`config.mk`:
```
export PLATFORM = sky130hd
export DESIGN_NAME = flash_ctrl
export DESIGN_NICKNAME = d
export VERILOG_FILES = /design/src/rtl/flc_pkg.sv /design/src/rtl/flc_ram.sv /design/src/rtl/flc_cmd.sv /design/src/rtl/flc_engine.sv /design/src/rtl/flash_ctrl.sv
export SDC_FILE = /design/constraint.sdc
export NUM_CORES = 2
export LEC_CHECK = 0
export BUFFER_PORTS_ARGS = -buffer_cell sky130_fd_sc_hd__buf_2
export CAP_MARGIN = 20
export CORE_MARGIN = 2
export CORE_UTILIZATION = 35
export DETAILED_ROUTE_END_ITERATION = 6
export PLACE_DENSITY = 0.47
export SLEW_MARGIN = 20
export SYNTH_ARGS = -nofsm -noshare
export SYNTH_HDL_FRONTEND = slang
export SYNTH_SLANG_ARGS = --single-unit
```
`constraint.sdc`:
```
create_clock -name clk -period 4.7 [get_ports clk]
set_input_delay 0.94 -clock clk [delete_from_list [all_inputs] [get_ports clk]]
set_output_delay 0.94 -clock clk [all_outputs]
set_load 0.005 [all_outputs]
```
`src/rtl/flc_pkg.sv`:
```
package flc_pkg;
  localparam int NSEC        = 7;
  localparam int TOTAL_UNITS = 32;

  typedef enum logic [1:0] {E_IDLE, E_PROG, E_ERASE, E_SUSP} eng_t;
  typedef enum logic [2:0] {C_IDLE, C_U1, C_U2, C_PRG, C_E1, C_E2, C_E3} cmd_t;

  // sector size in units; top boot mirrors the bottom-boot order
  function automatic int units_of(input bit top, input int s);
    int k;
    k = top ? (NSEC - 1 - s) : s;
    case (k)
      0:       return 2;
      1, 2:    return 1;
      3:       return 4;
      default: return 8;
    endcase
  endfunction

  function automatic int base_units(input bit top, input int s);
    int acc;
    acc = 0;
    for (int i = 0; i < NSEC; i++)
      if (i < s) acc += units_of(top, i);
    return acc;
  endfunction

  function automatic logic [2:0] sec_of(input bit top, input int u);
    logic [2:0] r;
    r = '0;
    for (int i = 0; i < NSEC; i++)
      if (u >= base_units(top, i)) r = 3'(i);
    return r;
  endfunction

  // bit 3 set means no unprotected sector at or above 'from'
  function automatic logic [3:0] first_open(input logic [NSEC-1:0] prot, input int from);
    logic [3:0] r;
    r = 4'h8;
    for (int i = NSEC - 1; i >= 0; i--)
      if (i >= from && !prot[i]) r = {1'b0, 3'(i)};
    return r;
  endfunction
endpackage

```
`src/rtl/flc_ram.sv`:
```
module flc_ram #(
  parameter int AW = 7,
  parameter int DW = 16
) (
  input  logic          clk,
  input  logic          we,
  input  logic [AW-1:0] waddr,
  input  logic [DW-1:0] wdata,
  input  logic [AW-1:0] raddr,
  output logic [DW-1:0] rdata
);
  localparam int DEPTH = 2 ** AW;
  logic [DW-1:0] mem [DEPTH];

  initial begin
    for (int i = 0; i < DEPTH; i++) mem[i] = '1;
  end

  always_ff @(posedge clk) begin
    if (we) mem[waddr] <= wdata;
    rdata <= mem[raddr];
  end
endmodule

```
`src/rtl/flc_cmd.sv`:
```
module flc_cmd import flc_pkg::*; #(
  parameter int AW = 7
) (
  input  logic          clk,
  input  logic          clr,
  input  logic          en,
  input  logic          wr_pulse,
  input  logic [AW-1:0] addr,
  input  logic [7:0]    d,
  output logic          req_prog,
  output logic          req_serase,
  output logic          req_cerase,
  output logic          id_mode
);
  localparam logic [10:0] ADR_A = 11'h555;
  localparam logic [10:0] ADR_B = 11'h2AA;
  cmd_t st;
  logic at_a, at_b;

  always_comb begin
    at_a       = (addr == ADR_A[AW-1:0]);
    at_b       = (addr == ADR_B[AW-1:0]);
    req_prog   = wr_pulse && en && st == C_PRG;
    req_serase = wr_pulse && en && st == C_E3 && d == 8'h30;
    req_cerase = wr_pulse && en && st == C_E3 && d == 8'h10 && at_a;
  end

  always_ff @(posedge clk) begin
    if (clr) begin
      st      <= C_IDLE;
      id_mode <= 1'b0;
    end else if (wr_pulse) begin
      if (d == 8'hF0 && st != C_PRG) begin
        st      <= C_IDLE;
        id_mode <= 1'b0;
      end else if (!en) begin
        st <= C_IDLE;
      end else begin
        case (st)
          C_IDLE: st <= (at_a && d == 8'hAA) ? C_U1 : C_IDLE;
          C_U1:   st <= (at_b && d == 8'h55) ? C_U2 : C_IDLE;
          C_U2: begin
            st <= C_IDLE;
            if (at_a && d == 8'hA0) st <= C_PRG;
            if (at_a && d == 8'h80) st <= C_E1;
            if (at_a && d == 8'h90) id_mode <= 1'b1;
          end
          C_E1:   st <= (at_a && d == 8'hAA) ? C_E2 : C_IDLE;
          C_E2:   st <= (at_b && d == 8'h55) ? C_E3 : C_IDLE;
          default: st <= C_IDLE;
        endcase
      end
    end
  end
endmodule

```
`src/rtl/flc_engine.sv`:
```
module flc_engine import flc_pkg::*; #(
  parameter bit TOP_BOOT = 1'b0,
  parameter int UNIT_W   = 4,
  parameter int AW       = 7,
  parameter int PROG_CYC = 16,
  parameter int STEP_CYC = 4
) (
  input  logic            clk,
  input  logic            clr,
  input  logic            wr_pulse,
  input  logic [7:0]      din8,
  input  logic            req_prog,
  input  logic            req_serase,
  input  logic            req_cerase,
  input  logic [AW-1:0]   req_addr,
  input  logic [15:0]     req_word,
  input  logic [NSEC-1:0] prot,
  output logic            ready,
  output logic            prog_on,
  output logic            erase_on,
  output logic            susp_on,
  output logic            pol7,
  output logic [2:0]      cur_sec,
  output logic [AW-1:0]   op_addr,
  output logic            mem_we,
  output logic [15:0]     mem_wdata,
  input  logic [15:0]     mem_rdata
);
  localparam int MAXC = (PROG_CYC > STEP_CYC) ? PROG_CYC : STEP_CYC;
  localparam int CW   = $clog2(MAXC) + 1;

  eng_t          st;
  logic          ph, chip;
  logic [CW-1:0] cnt;
  logic [15:0]   op_data;
  logic [2:0]    req_sec;
  logic [3:0]    first_s, next_s;
  logic [AW-1:0] sec_last;
  logic          sus_hit, res_hit;

  function automatic logic [AW-1:0] base_addr(input logic [2:0] s);
    return AW'(base_units(TOP_BOOT, int'(s)) * UNIT_W);
  endfunction

  always_comb begin
    req_sec  = sec_of(TOP_BOOT, int'(req_addr) / UNIT_W);
    first_s  = first_open(prot, 0);
    next_s   = first_open(prot, int'(cur_sec) + 1);
    sec_last = AW'((base_units(TOP_BOOT, int'(cur_sec)) + units_of(TOP_BOOT, int'(cur_sec))) * UNIT_W - 1);
    sus_hit  = wr_pulse && din8 == 8'hB0;
    res_hit  = wr_pulse && din8 == 8'h30;
    prog_on  = (st == E_PROG);
    erase_on = (st == E_ERASE);
    susp_on  = (st == E_SUSP);
    mem_we   = (st == E_PROG && cnt == '0) || (st == E_ERASE && cnt == '0 && !sus_hit);
    mem_wdata = (st == E_PROG) ? (mem_rdata & op_data) : {16{ph}};
  end

  always_ff @(posedge clk) begin
    if (clr) begin
      st <= E_IDLE; ready <= 1'b1; ph <= 1'b0; chip <= 1'b0; cnt <= '0;
      op_addr <= '0; op_data <= '1; pol7 <= 1'b0; cur_sec <= '0;
    end else begin
      case (st)
        E_IDLE: begin
          if (req_prog && !prot[req_sec]) begin
            st <= E_PROG; ready <= 1'b0; op_addr <= req_addr;
            op_data <= req_word; pol7 <= req_word[7]; cnt <= CW'(PROG_CYC - 1);
          end else if (req_serase && !prot[req_sec]) begin
            st <= E_ERASE; ready <= 1'b0; cur_sec <= req_sec; op_addr <= base_addr(req_sec);
            chip <= 1'b0; ph <= 1'b0; pol7 <= 1'b1; cnt <= CW'(STEP_CYC - 1);
          end else if (req_cerase && !first_s[3]) begin
            st <= E_ERASE; ready <= 1'b0; cur_sec <= first_s[2:0]; op_addr <= base_addr(first_s[2:0]);
            chip <= 1'b1; ph <= 1'b0; pol7 <= 1'b1; cnt <= CW'(STEP_CYC - 1);
          end
        end
        E_PROG: begin
          if (cnt == '0) begin
            st <= E_IDLE; ready <= 1'b1;
          end else cnt <= cnt - 1'b1;
        end
        E_ERASE: begin
          if (sus_hit) begin
            st <= E_SUSP; ready <= 1'b1;
          end else if (cnt == '0) begin
            cnt <= CW'(STEP_CYC - 1);
            if (op_addr != sec_last) op_addr <= op_addr + 1'b1;
            else if (!ph) begin
              ph <= 1'b1; op_addr <= base_addr(cur_sec);
            end else if (chip && !next_s[3]) begin
              cur_sec <= next_s[2:0]; op_addr <= base_addr(next_s[2:0]); ph <= 1'b0;
            end else begin
              st <= E_IDLE; ready <= 1'b1;
            end
          end else cnt <= cnt - 1'b1;
        end
        E_SUSP: begin
          if (res_hit) begin
            st <= E_ERASE; ready <= 1'b0; cnt <= CW'(STEP_CYC - 1);
          end
        end
        default: st <= E_IDLE;
      endcase
    end
  end
endmodule

```
`src/rtl/flash_ctrl.sv`:
```
module flash_ctrl import flc_pkg::*; #(
  parameter bit         TOP_BOOT = 1'b0,
  parameter int         UNIT_W   = 4,
  parameter int         PROG_CYC = 16,  // at least 2: program reads the old word first
  parameter int         STEP_CYC = 4,
  parameter logic [7:0] MFR_CODE = 8'h52,
  parameter int         AW       = $clog2(TOTAL_UNITS * UNIT_W)
) (
  input  logic            clk,
  input  logic            rst,
  input  logic            rst_pin_n,
  input  logic            ce_n,
  input  logic            we_n,
  input  logic            oe_n,
  input  logic            byte_mode,
  input  logic            lane,
  input  logic [AW-1:0]   addr,
  input  logic [15:0]     din,
  input  logic [NSEC-1:0] prot,
  output logic [15:0]     dout,
  output logic            dout_en,
  output logic            ready
);
  localparam logic [7:0] DEV_CODE = TOP_BOOT ? 8'h51 : 8'h57;

  logic clr, wr_cond, rd_cond, wr_prev, rd_prev, wr_pulse;
  logic req_prog, req_serase, req_cerase, id_mode;
  logic prog_on, erase_on, susp_on, pol7;
  logic [2:0]    cur_sec, bus_sec;
  logic [AW-1:0] op_addr, raddr;
  logic          mem_we;
  logic [15:0]   mem_wdata, mem_rdata, req_word;
  logic          stat_now, stat_q, id_q, a0_q, lane_q, bm_q, tgl;

  always_comb begin
    clr      = rst || !rst_pin_n;
    wr_cond  = !ce_n && !we_n && oe_n;
    rd_cond  = !ce_n && !oe_n && we_n;
    wr_pulse = wr_cond && !wr_prev;
    bus_sec  = sec_of(TOP_BOOT, int'(addr) / UNIT_W);
    stat_now = prog_on || erase_on || (susp_on && bus_sec == cur_sec);
    raddr    = prog_on ? op_addr : addr;
    if (!byte_mode)  req_word = din;
    else if (lane)   req_word = {din[7:0], 8'hFF};
    else             req_word = {8'hFF, din[7:0]};
  end

  flc_cmd #(.AW(AW)) i_cmd (
    .clk(clk), .clr(clr), .en(ready && !susp_on), .wr_pulse(wr_pulse),
    .addr(addr), .d(din[7:0]), .req_prog(req_prog), .req_serase(req_serase),
    .req_cerase(req_cerase), .id_mode(id_mode)
  );

  flc_engine #(.TOP_BOOT(TOP_BOOT), .UNIT_W(UNIT_W), .AW(AW),
               .PROG_CYC(PROG_CYC), .STEP_CYC(STEP_CYC)) i_eng (
    .clk(clk), .clr(clr), .wr_pulse(wr_pulse), .din8(din[7:0]),
    .req_prog(req_prog), .req_serase(req_serase), .req_cerase(req_cerase),
    .req_addr(addr), .req_word(req_word), .prot(prot), .ready(ready),
    .prog_on(prog_on), .erase_on(erase_on), .susp_on(susp_on), .pol7(pol7),
    .cur_sec(cur_sec), .op_addr(op_addr), .mem_we(mem_we),
    .mem_wdata(mem_wdata), .mem_rdata(mem_rdata)
  );

  flc_ram #(.AW(AW), .DW(16)) i_ram (
    .clk(clk), .we(mem_we), .waddr(op_addr), .wdata(mem_wdata),
    .raddr(raddr), .rdata(mem_rdata)
  );

  always_ff @(posedge clk) begin
    if (clr) begin
      wr_prev <= 1'b0; rd_prev <= 1'b0; dout_en <= 1'b0; stat_q <= 1'b0;
      id_q <= 1'b0; a0_q <= 1'b0; lane_q <= 1'b0; bm_q <= 1'b0;
      if (rst) tgl <= 1'b0;
    end else begin
      wr_prev <= wr_cond;
      rd_prev <= rd_cond;
      dout_en <= rd_cond;
      stat_q  <= stat_now;
      id_q    <= id_mode;
      a0_q    <= addr[0];
      lane_q  <= lane;
      bm_q    <= byte_mode;
      if (rd_cond && !rd_prev && stat_now) tgl <= ~tgl;
    end
  end

  always_comb begin
    if (!dout_en)   dout = '0;
    else if (stat_q) dout = {8'h00, ~pol7, tgl, 6'b0};
    else if (id_q)  dout = {8'h00, a0_q ? DEV_CODE : MFR_CODE};
    else if (bm_q)  dout = {8'h00, lane_q ? mem_rdata[15:8] : mem_rdata[7:0]};
    else            dout = mem_rdata;
  end
endmodule

```
Word-level counts from Yosys, hierarchy flattened:

Memory sizes are Yosys's and may differ from the RTL's. A register that Yosys moved wholly into a read port is not among the register bits.
Index checks and enable logic that the tools add are counted.

* register bits: 49
* bits in writable memories: 2048
* output and inout port bits: 18
* word-level logic and storage cells: 657
* memories kept: 1

* add/subtract/negate cells: 35
* order comparisons: 42
* equality and inequality tests: 43
* mux-type cells: 432
* bitwise logic cells: 4
* reductions and logical operators: 81

Memories
* i_ram.mem: depth 128, width 16, read ports 1, clocked after memory_dff 1, wr ports 1, line flc_ram.sv:13 `logic [DW-1:0] mem [DEPTH];`

Operator list (number)
* $mux W5: 325
* $add A5 B5 Y5: 30
* $mux W16: 7
* $ge A4 B32 Y1 const A: 3
* $ge A3 B32 Y1 const A: 2
* $mux W7: 9
* $mux W3: 19
* $mux W4: 14
* $eq A8 B8 Y1 const B: 6
* $logic_and A1 B1 Y1: 37
* $lt A3 B3 Y1 const A: 12
* $ge A1 B32 Y1 const A: 1
* $ge A2 B32 Y1 const A: 1
* $mux W1: 32
* $mux W2: 16
* $lt A1 B3 Y1 const A: 8
* $lt A2 B3 Y1 const A: 8
* $pmux W5 S4: 1
* $logic_not A1 Y1: 18
* $and A16 B16 Y16: 1
* $pmux W3 S5: 1
* $pmux W7 S2: 1
* $eq A3 B2 Y1 const B: 4
* $pmux W4 S3: 1
* other kinds (48): 80

Depth between registers and ports, before layout:

* word-level depth: 75
* mapped depth: 19
* gate-level depth less buffers: 16

Cells and area by module:

From an unflattened synthesis, not the netlist that was laid out.

* cells, all modules: 3725
* area, all modules: 83284.9 µm²

Modules (own cells, without submodules)
* flc_ram: times used 1, cells each 3087, area an instance 78519.1 µm²
* flc_engine: times used 1, cells each 472, area an instance 3542.1 µm²
* flash_ctrl: times used 1, cells each 113, area an instance 827.0 µm²
* flc_cmd: times used 1, cells each 53, area an instance 396.6 µm²

Worst setup path after synthesis:

OpenSTA, ideal clock, no wires.

* path type: input-to-reg
* from: input oe_n
* to: memory i_ram.mem[92][0], enable pin
* setup time: 436 ps
* data arrival time: 3475 ps
* data required time: 4264 ps
* path slack: 789 ps
* stages on the path: 7
* buffers on the path: 1
* cells stage by stage: or4b_1 clkbuf_1 nor4_1 nand2b_1 nand2b_1 nand2_1 nor4b_1

* cells in the longest elaborated chain, start to end: 8

Ends and longest elaborated chain
* start: declaration: line flash_ctrl.sv:14 `input logic oe_n,`
* $logic_and A1 B1 Y1: line flash_ctrl.sv:37 `wr_cond = !ce_n && !we_n && oe_n;`
* $logic_and A1 B1 Y1: line flash_ctrl.sv:39 `wr_pulse = wr_cond && !wr_prev;`
* $logic_and A1 B1 Y1: line flc_engine.sv:50 `sus_hit = wr_pulse && din8 == 8'hB0;`
* $logic_not A1 Y1: line flc_engine.sv:55 `mem_we = (st == E_PROG && cnt == '0) || (st == E_ERASE && cnt == '0 && !sus_hit);`
* $logic_and A1 B1 Y1: line flc_engine.sv:55
* $logic_or A1 B1 Y1: line flc_engine.sv:55
* $mux W1: line flc_ram.sv:20 `if (we) mem[waddr] <= wdata;`
* $mux W1 (implied by the code): line flc_ram.sv:20
* end: declaration: line flc_ram.sv:13

No other way between the ends.

Final worst setup path:

* from: register i_eng.st[1]
* to: register i_ram.rdata[9] (read register of i_ram.mem)

* cells in the longest elaborated chain, start to end: 2

Ends and longest elaborated chain
* start: declaration: line flc_engine.sv:32 `eng_t st;`
* start signal: assignment: line flc_engine.sv:61 `st <= E_IDLE; ready <= 1'b1; ph <= 1'b0; chip <= 1'b0; cnt <= '0;`
* start signal: assignment: line flc_engine.sv:67 `st <= E_PROG; ready <= 1'b0; op_addr <= req_addr;`
* start signal: assignment: line flc_engine.sv:70 `st <= E_ERASE; ready <= 1'b0; cur_sec <= req_sec; op_addr <= base_addr(req_sec);`
* $eq A2 B1 Y1: line flc_engine.sv:52 `prog_on = (st == E_PROG);`
* $mux W7: line flash_ctrl.sv:42 `raddr = prog_on ? op_addr : addr;`
* end: declaration: line flc_ram.sv:10 `output logic [DW-1:0] rdata`

No other way between the ends.
A chain may end at the register's enable or synchronous reset.

==> results.json <==
{
  "synth.avg_cell_area_um2": 14.98,
  "synth_cell_types": 86,
  "post-cts-setup-buffers": 0,
  "slowest_stage": "nor2_1",
  "nFillCells": 21850,
  "syn_to_final_growth_pct": 15.83,
  "nets": 5982,
  "dp.cells": 8865,
  "drv_cap": 0,
  "ir_drop_mv": 0.2723,
  "powerDensity_nw_per_um2": 397.7,
  "antenna_left": 0,
  "hold_violations": 0,
  "ys_ff_latch": 2113,
  "finalNonFillerCells": 9279,
  "ys_seq_area_frac": 0.7469,
  "power_frac_comb": 0.039,
  "fin_crit_ns": 4.243,
  "post-dp-hpwl_mm": 153.3,
  "cts-root-buf": "clkbuf_16",
  "top_layer": "met4",
  "final_area_um2": 97410,
  "drt_first_pass_iters": 6,
  "yosys_warnings": 0,
  "grt_pass1_vias": 49040,
  "finalWorstSetupSlack_ns": 0.4568,
  "dpl_cell_area_um2": 90520,
  "syn_area_um2": 84100,
  "htree_num_levels": 4,
  "clock_skew_ns": 0.04794,
  "clkSinkCount": 2113,
  "wl_met2_mm": 118.6,
  "wirelength_mm": 250.9,
  "critPathMaxFanout": 40,
  "clkTransAtPathRegs_ns": 0.06,
  "finalCritPeriodShare": 0.9028,
  "crit_required_ns": 5.41,
  "rsz0062_at_grt": "false",
  "crit_chain": "inv_1 > ha_2 > buf_4 > mux2_8 > buf_12 > buf_4 > mux4_2 > a22oi_1 > nand4_1 > nor2_1 > nand4_1",
  "cp.arrival_ns": 4.96,
  "dp_slack_ns": 0.1046,
  "power_mw": 38.74,
  "final_cell_mix": "2,049 x edfxtp_1, 1,238 x nand2_1, 538 x nand3_1",
  "layout_commonest_cell": "edfxtp_1",
  "p_sw_frac": 0.2176,
  "final-setup-viol-count": 0,
  "die_area_um2": 244200,
  "fp.dieH_um": 494.2,
  "core-area_um2": 238300,
  "drive_gt1_frac": 0.1672,
  "drtIter0Drc": 4605,
  "wl_met3_mm": 13.13,
  "grt_max_degree": 129,
  "ctsLongestPathBuffers": 3,
  "synthFlopType": "edfxtp_1",
  "ff_latch_area_um2": 62810,
  "wl_per_cell_um": 27.04,
  "power_switching_mw": 8.430,
  "tightest_slew_ns": 1.053,
  "synth_cells": 5614,
  "vias": 49914,
  "maxSlewHeadroom": 0.2971,
  "fmaxAchievable_ghz": 0.2357,
  "grt_usage": 0.2034,
  "p_int_mw": 30.31,
  "async_flop_share": 0,
  "grt_first_pass_wirelength_mm": 363.1,
  "worstSetupStartpointType": "flop",
  "portBuffers": 55,
  "vias_per_cell": 5.379,
  "whs_ns": 0.2795,
  "multiInputGateArea_um2": 20060,
  "gr-total-overflow": 0,
  "ioPinCount": 56,
  "min_delay_path_depth": 2,
  "cpPeakStageDelay_ns": 0.70,
  "antenna_found_initial": 6,
  "synth_nets": 5674,
  "clk_latency_ns": 0.87,
  "hp-class": "in2reg",
  "worstSetupEndpointType": "flop",
  "p_leak_nw": 34.77,
  "synth-edff-count": 2049,
  "outcome": "finished clean",
  "crit_type": "reg2reg",
  "die_x_um": 494.2,
  "numCtsBuffers": 222,
  "drc_errors": 0,
  "rows": 179,
  "utilization": 0.4088,
  "finalSetupTns_ns": 0,
  "pwr-share-seq": 0.527,
  "m1WireLength_mm": 112.4,
  "reg2reg_depth": 11,
  "place_congestion": 0.8321,
  "maxSlewViolCount": 0,
  "pwr-share-clk": 0.434,
  "tritoncts": "done",
  "start_util": 0.3529
}
-- synthesized netlist by cell type (6+ instances only) --
cell      instances  share of area
mux2_2            6        0.00080
clkbuf_1        152         0.0068
mux2i_1          13         0.0015
inv_1            26         0.0012
xnor2_1           9        0.00094
a31oi_1          74         0.0055
nor3_1           42         0.0025
nor2b_1          15         0.0011
or3_1             7        0.00052
nand2_1        1254          0.056
nand3b_1         10        0.00089
buf_1            42         0.0019
nor2_1          213         0.0095
o21ai_0          36         0.0021
nand3_1         540          0.032
dfxtp_1          64          0.015
nand2b_1         13        0.00097
and2_1           18         0.0013
mux4_2          235          0.063
and3_1           57         0.0042
ha_1             21         0.0031
nand4_1          53         0.0039
edfxtp_1       2049           0.73
o211ai_1         11        0.00098
a311oi_1         79         0.0082
a21oi_1         131         0.0078
a22oi_1         117          0.010
a211oi_1         15         0.0013
xor2_1            8        0.00083
o31ai_1           6        0.00054
o21ai_1          22         0.0013
nor4_1           41         0.0031
buf_4             9        0.00080
buf_2           134         0.0080
-- what timing repair did --
item	CTS	global route
hold buffers	0	0
hold endpoints to repair	0	0
setup endpoints to repair	0	1
gates resized for setup	0	1
-- kinds of logic (layout without fill, tap and decap cells) --
family          Yosys count  after routing  share of synthesized area
compound gates          544            544                    0.04380
xor+xnor                 18             18                   0.002038
fa+ha+maj                22             22                   0.003362
buf+inv                 365            857                    0.01878
flops                  2113           2113                     0.7469
mux                     258            258                    0.06591
other cells               0              6                          0
simple gates           2294           2294                     0.1192
-- cell type report --
| cell class | count | area share |
|---|---|---|
| repair buffers | 422 | 0.03699 |
| multi-input cells | 3136 | 0.2059 |
| inverters | 27 | 0.001040 |
| well taps | 3167 | 0.04068 |
| diodes | 6 | 0.0001541 |
| flip-flops and latches | 2113 | 0.6448 |
| clock inverters | 120 | 0.009441 |
| clock buffers | 288 | 0.06097 |
-- state kept, by name, indices dropped and copies added (netlist names), 2 cells and up --
| register | count |
|---|---|
| i_eng.cnt | 5 |
| i_ram.mem | 2048 |
| i_eng.st | 2 |
| i_eng.op_addr | 7 |
| i_cmd.st | 3 |
| i_ram.rdata | 16 |
| i_eng.op_data | 16 |
| i_eng.cur_sec | 3 |
-- worst paths after layout --
check	from	end	slack (ns)
min	we_n	wr_prev$_SDFF_PP0_	0.28
max	i_eng.st[1]$_SDFFE_PP0P_	i_ram.rdata[9]$_DFF_P_	0.46
min reg2reg	i_eng.cnt[4]$_SDFFE_PP0P_	i_eng.cnt[4]$_SDFFE_PP0P_	0.44
max reg2reg	i_eng.st[1]$_SDFFE_PP0P_	i_ram.rdata[9]$_DFF_P_	0.46
-- critical path: cells and delay by family, from the launching register on --
| family | cells | cell delay, ns |
|---|---|---|
| fa+ha+maj | 1 | 0.23 |
| flops | 1 | 0.34 |
| mux | 2 | 0.89 |
| simple gates | 3 | 1.22 |
| buf+inv | 4 | 1.05 |
| compound gates | 1 | 0.30 |
-- per-layer routing --
metal | up-vias | global-route usage
li1 | 22096 | -
met5 | - | 0
met4 | 0 | 0.05902
met1 | 26091 | 0.2890
met2 | 1407 | 0.3242
met3 | 320 | 0.03063
-- power groups by stage --
stage	registers, mW	clock network, mW	logic [mW]
global route	20.4	17.8	1.60
CTS	20.4	17.1	1.51
global placement	20.8	0	1.51
floorplan	20.8	0	0.834
finish	20.4	16.8	1.50
detailed placement	20.8	0	1.51
Power figures use the tool's default switching activity.
